$ cat config.mk
export PLATFORM = sky130hd
export DESIGN_NAME = act_bcast
export DESIGN_NICKNAME = d
export VERILOG_FILES = /design/src/rtl/ab_pkg.sv /design/src/rtl/ab_lnz_node.sv /design/src/rtl/ab_detect_tree.sv /design/src/rtl/ab_queue.sv /design/src/rtl/act_bcast.sv
export SDC_FILE = /design/constraint.sdc
export NUM_CORES = 2
export LEC_CHECK = 0
export BUFFER_PORTS_ARGS = -buffer_cell sky130_fd_sc_hd__buf_4
export CAP_MARGIN = 10
export CORE_AREA = 4 4 362 364
export CTS_BUF_LIST = sky130_fd_sc_hd__clkbuf_2 sky130_fd_sc_hd__clkbuf_4 sky130_fd_sc_hd__clkbuf_8
export DETAILED_ROUTE_END_ITERATION = 7
export DIE_AREA = 0 0 366 368
export MAX_ROUTING_LAYER = met4
export PLACE_DENSITY = 0.7
export SYNTH_ARGS = -nofsm -noshare
export SYNTH_HDL_FRONTEND = slang
export SYNTH_HIERARCHICAL = 1
export SYNTH_SLANG_ARGS = --single-unit
$ cat constraint.sdc
create_clock -name clk -period 7.3 [get_ports clk]
set_clock_uncertainty 0.05 [all_clocks]
set_input_delay 1.095 -clock clk [delete_from_list [all_inputs] [get_ports clk]]
set_output_delay 1.095 -clock clk [all_outputs]
set_load 0.005 [all_outputs]
$ cat src/rtl/ab_pkg.sv
package ab_pkg;
  localparam int ACT_W = 16;

  typedef enum logic [1:0] {
    ST_IDLE  = 2'd0,
    ST_SCAN  = 2'd1,
    ST_DRAIN = 2'd2,
    ST_DONE  = 2'd3
  } ab_state_t;
endpackage

$ cat src/rtl/ab_lnz_node.sv
module ab_lnz_node #(
  parameter int W  = 4,
  parameter int SH = 0
) (
  input  logic [3:0]        cv,
  input  logic [3:0][W-1:0] cix,
  output logic              ov,
  output logic [W-1:0]      oix
);
  logic [1:0] sel;

  always_comb begin
    if (cv[0])      sel = 2'd0;
    else if (cv[1]) sel = 2'd1;
    else if (cv[2]) sel = 2'd2;
    else            sel = 2'd3;
  end

  assign ov  = |cv;
  assign oix = (W'(sel) << SH) | cix[sel];
endmodule

$ cat src/rtl/ab_detect_tree.sv
module ab_detect_tree #(
  parameter int LEVELS = 2,
  localparam int VEC_MAX = 4 ** LEVELS,
  localparam int IDXW = 2 * LEVELS
) (
  input  logic [VEC_MAX-1:0] leaf,
  output logic               found,
  output logic [IDXW-1:0]    idx
);
  logic            vld [LEVELS+1][VEC_MAX];
  logic [IDXW-1:0] ix  [LEVELS+1][VEC_MAX];

  for (genvar i = 0; i < VEC_MAX; i++) begin : g_leaf
    assign vld[0][i] = leaf[i];
    assign ix[0][i]  = '0;
  end

  for (genvar l = 0; l < LEVELS; l++) begin : g_lvl
    localparam int NN = VEC_MAX >> (2 * (l + 1));
    for (genvar k = 0; k < NN; k++) begin : g_node
      ab_lnz_node #(.W(IDXW), .SH(2 * l)) u_node (
        .cv  ({vld[l][4*k+3], vld[l][4*k+2], vld[l][4*k+1], vld[l][4*k]}),
        .cix ({ix[l][4*k+3],  ix[l][4*k+2],  ix[l][4*k+1],  ix[l][4*k]}),
        .ov  (vld[l+1][k]),
        .oix (ix[l+1][k])
      );
    end
    for (genvar k = NN; k < VEC_MAX; k++) begin : g_tie
      assign vld[l+1][k] = 1'b0;
      assign ix[l+1][k]  = '0;
    end
  end

  assign found = vld[LEVELS][0];
  assign idx   = ix[LEVELS][0];
endmodule

$ cat src/rtl/ab_queue.sv
module ab_queue #(
  parameter int W     = 20,
  parameter int DEPTH = 8,
  localparam int PW = $clog2(DEPTH),
  localparam int CW = PW + 1
) (
  input  logic         clk,
  input  logic         rst_n,
  input  logic         push,
  input  logic [W-1:0] din,
  input  logic         pop,
  output logic         valid,
  output logic         full,
  output logic [W-1:0] dout
);
  logic [W-1:0]  mem [DEPTH];
  logic [PW-1:0] wp_q, wp_d, rp_q, rp_d;
  logic [CW-1:0] cnt_q, cnt_d;
  logic          do_push, do_pop;

  assign full    = (cnt_q == CW'(DEPTH));
  assign valid   = (cnt_q != '0);
  assign do_push = push && !full;
  assign do_pop  = pop && valid;
  assign dout    = mem[rp_q];

  always_comb begin
    wp_d  = do_push ? wp_q + PW'(1) : wp_q;
    rp_d  = do_pop  ? rp_q + PW'(1) : rp_q;
    cnt_d = cnt_q + CW'(do_push) - CW'(do_pop);
  end

  always_ff @(posedge clk) begin
    if (do_push) mem[wp_q] <= din;
  end

  always_ff @(posedge clk or negedge rst_n) begin
    if (!rst_n) begin
      wp_q  <= '0;
      rp_q  <= '0;
      cnt_q <= '0;
    end else begin
      wp_q  <= wp_d;
      rp_q  <= rp_d;
      cnt_q <= cnt_d;
    end
  end
endmodule

$ cat src/rtl/act_bcast.sv
module act_bcast
  import ab_pkg::*;
#(
  parameter int N_PE   = 8,
  parameter int LEVELS = 2,
  parameter int QDEPTH = 8,
  localparam int VEC_MAX = 4 ** LEVELS,
  localparam int IDXW = 2 * LEVELS,
  localparam int LENW = IDXW + 1,
  localparam int EW = ACT_W + IDXW
) (
  input  logic                   clk,
  input  logic                   rst_n,
  input  logic                   wr_en,
  input  logic [IDXW-1:0]        wr_addr,
  input  logic [ACT_W-1:0]       wr_data,
  input  logic [LENW-1:0]        cfg_len,
  input  logic                   start,
  input  logic [N_PE-1:0]        pe_pop,
  output logic [N_PE-1:0]        pe_valid,
  output logic [N_PE*ACT_W-1:0]  pe_act,
  output logic [N_PE*IDXW-1:0]   pe_idx,
  output logic                   io_mode,
  output logic                   done
);
  ab_state_t        st_q, st_d;
  logic [LENW-1:0]  cur_q, cur_d;
  logic [LENW-1:0]  len_q, len_d;
  logic [ACT_W-1:0] act_q [VEC_MAX];
  logic [VEC_MAX-1:0] leaf;
  logic             found;
  logic [IDXW-1:0]  bc_idx;
  logic [ACT_W-1:0] bc_val;
  logic             bc_push;
  logic [N_PE-1:0]  q_full;
  logic             any_full, all_empty, wr_ok;

  assign io_mode = (st_q == ST_IDLE) || (st_q == ST_DONE);
  assign done    = (st_q == ST_DONE);
  assign wr_ok   = wr_en && io_mode;

  always_ff @(posedge clk) begin
    if (wr_ok) act_q[wr_addr] <= wr_data;
  end

  for (genvar i = 0; i < VEC_MAX; i++) begin : g_mask
    assign leaf[i] = (act_q[i] != '0) && (LENW'(i) >= cur_q) && (LENW'(i) < len_q);
  end

  ab_detect_tree #(.LEVELS(LEVELS)) u_tree (
    .leaf  (leaf),
    .found (found),
    .idx   (bc_idx)
  );

  assign bc_val    = act_q[bc_idx];
  assign any_full  = |q_full;
  assign all_empty = ~|pe_valid;

  always_comb begin
    st_d    = st_q;
    cur_d   = cur_q;
    len_d   = len_q;
    bc_push = 1'b0;
    case (st_q)
      ST_IDLE, ST_DONE: begin
        if (start) begin
          st_d  = ST_SCAN;
          cur_d = '0;
          len_d = cfg_len;
        end
      end
      ST_SCAN: begin
        if (!found) begin
          st_d = ST_DRAIN;
        end else if (!any_full) begin
          bc_push = 1'b1;
          cur_d   = LENW'(bc_idx) + LENW'(1);
        end
      end
      ST_DRAIN: begin
        if (all_empty) st_d = ST_DONE;
      end
      default: st_d = ST_IDLE;
    endcase
  end

  always_ff @(posedge clk or negedge rst_n) begin
    if (!rst_n) begin
      st_q  <= ST_IDLE;
      cur_q <= '0;
      len_q <= '0;
    end else begin
      st_q  <= st_d;
      cur_q <= cur_d;
      len_q <= len_d;
    end
  end

  for (genvar p = 0; p < N_PE; p++) begin : g_pe
    logic [EW-1:0] head;
    ab_queue #(.W(EW), .DEPTH(QDEPTH)) u_q (
      .clk   (clk),
      .rst_n (rst_n),
      .push  (bc_push),
      .din   ({bc_idx, bc_val}),
      .pop   (pe_pop[p]),
      .valid (pe_valid[p]),
      .full  (q_full[p]),
      .dout  (head)
    );
    assign pe_act[p*ACT_W +: ACT_W] = head[ACT_W-1:0];
    assign pe_idx[p*IDXW +: IDXW]   = head[EW-1:ACT_W];
  end
endmodule

==> impl_metrics.toml <==
[run_status]
status = "finished, final reports clean"

[setup_path]
critical_path.cell_chain = "nor4_1 > and4_1 > a2111oi_0 > or4_4 > mux2i_1 > a221oi_4 > buf_4 > and2_4 > a221oi_2 > o21ai_0 > nand2_2 > buf_4"
cp_slowest_stage_delay_ns = 0.98
r2r-end = "g_pe[2].u_q/mem[3][3]"
critical-path-slowest-cell = "buf_4"
worstReg2RegStart = "act_q[10][11]"
worst_setup_path_end_kind = "flop"
cp_max_fo = 99
cp.required_ns = 7.87
ff2ff_path_depth = 12
start_kind = "flop"
cpMostUsedCell = "buf_4"
crit_arrival_ns = 6.61
setup.worst_path.class = "reg2reg"
reg2reg_slack_ns = 1.26

[clocking]
cts.clk_slew.worst_paths_ns = 0.06
ctsRootBufferMaster = "clkbuf_8"
htree_num_levels = 5
tritoncts = "built"
ctsLongestPathBuffers = 4
cts-resized-gates = 0
clock_latency_ns = 0.95
clock-sinks = 1628
cts_buffers = 276

[sta]
final.min_clock_period_ns = 6.04
setup_viol = 0
clock.fmax_ghz = 0.166
post-route-period-util = 0.828
worstMarginPinSlew_ns = 1.24
hold_viol = 0
finalMaxSlewViolations = 0
rsz0062_at_grt = "false"
tns_ns = 0
max_slew_margin = 0.174

[min_path]
whs_path_depth = 2
hp-start = "cfg_len[2]"
min_to = "len_q[2]"
hp-class = "in2reg"

[final_layout]
mostFrequentLayoutCell = "edfxtp_1"
drive_above_1_share = 0.302
area_delta_synth_final_pct = 14.2
layout.nets = 3682
layout_common_cells = "1,536 x edfxtp_1, 328 x buf_4, 312 x mux4_1"
final_core_util = 0.593

[grt]
first_global_vias = 32900
grt_usage = 0.225
grt_pass1_wl_um = 218000
grt_max_degree = 100
antenna_found_initial = 4
grt_overflow_total = 0

[logic_synthesis]
synthesis.area_um2 = 66100
syn_avg_cell_area_um2 = 21.6
synth_cells = 3063
ys_warn_count = 6

[routing]
met3_length_um = 9890
drc = 0
via_per_inst = 5.95
wl_met2_um = 71600
top_layer = "met4"
drt_iter0_markers = 2994
ant_nets = 0
wl_per_cell_um = 27.3
vias = 32300
detailedRoute.firstPassIterationCount = 5
wl_um = 148000
wl_met1_um = 62800

[place]
io_buffer_count = 206
gp_congestion = 0.877
place_hpwl_um = 88800

[floorplan]
die-area_um2 = 135000
core-area_um2 = 127000
io_pins = 207
die_y_um = 368
die_w_um = 366
start_util = 0.519
rows = 131

[flow_run]
drv_cap = 0
[area by class of cell]
cell class | instances | area (µm²)
clock inverter | 65 | 494
antenna | 1 | 2.50
timing repair buffer | 333 | 2540
multi-input combinational | 1238 | 16800
inverter | 92 | 345
tap | 1662 | 2080
fill | 8992 | 51800
clock buffer | 402 | 4850
sequential | 1628 | 48400
[flip-flops by register name, indices dropped and copies added (netlist names)]
signal	flops
g_pe.u_q/rp_q	24
act_q	256
g_pe.u_q/cnt_q	32
len_q	5
st_q	2
cur_q	5
g_pe.u_q/wp_q	24
g_pe.u_q/mem	1280
[metal layers]
layer | GRT usage | vias to the layer above
li1 | - | 14000
met1 | 0.311 | 16800
met2 | 0.351 | 1184
met3 | 0.0406 | 273
met4 | 0.0638 | 0
met5 | - | -
[worst max-delay path, delay by kind of cell, from the launching register on]
kind	cells	cell delay [ns]
AOI/OAI and AO/OA	4	0.83
buffers and inverters	2	1.45
and+or+nand+nor	5	2.74
muxes	1	0.18
DFF	1	0.39
[per-stage QoR]
stage,area (µm²),worst slack [ns],hold slack (ns),instances
2_1_floorplan,66300,0.0138,0.435,3094
3_3_place_gp,70200,1.32,0.410,4951
3_5_place_dp,70200,1.18,0.417,4951
4_1_cts,75500,1.18,0.285,5419
5_1_grt,75500,0.919,0.318,5421
6_report,75500,1.26,0.389,5421
[timing repair]
action                                 CTS  global route
endpoints found under the hold margin    8             0
setup buffers                            0             0
hold buffers                             1             0
[how the worst max path moves through the flow]
stage | start | end | slack (ns)
after detailed placement | act_q[10][11] | g_pe[4].u_q/mem[2][4] | 1.18
final | act_q[10][11] | g_pe[2].u_q/mem[3][3] | 1.26
after global placement | act_q[10][11] | g_pe[4].u_q/mem[0][4] | 1.32
after CTS | act_q[10][11] | g_pe[2].u_q/mem[3][3] | 1.18
after global routing | act_q[10][11] | g_pe[4].u_q/mem[7][4] | 0.92
after floorplan | len_q[2] | g_pe[0].u_q/mem[0][10] | 0.01
Power is left out: the tool's default activity adds up to more than one toggle a clock period on the data nets, which glitch-free logic cannot reach.
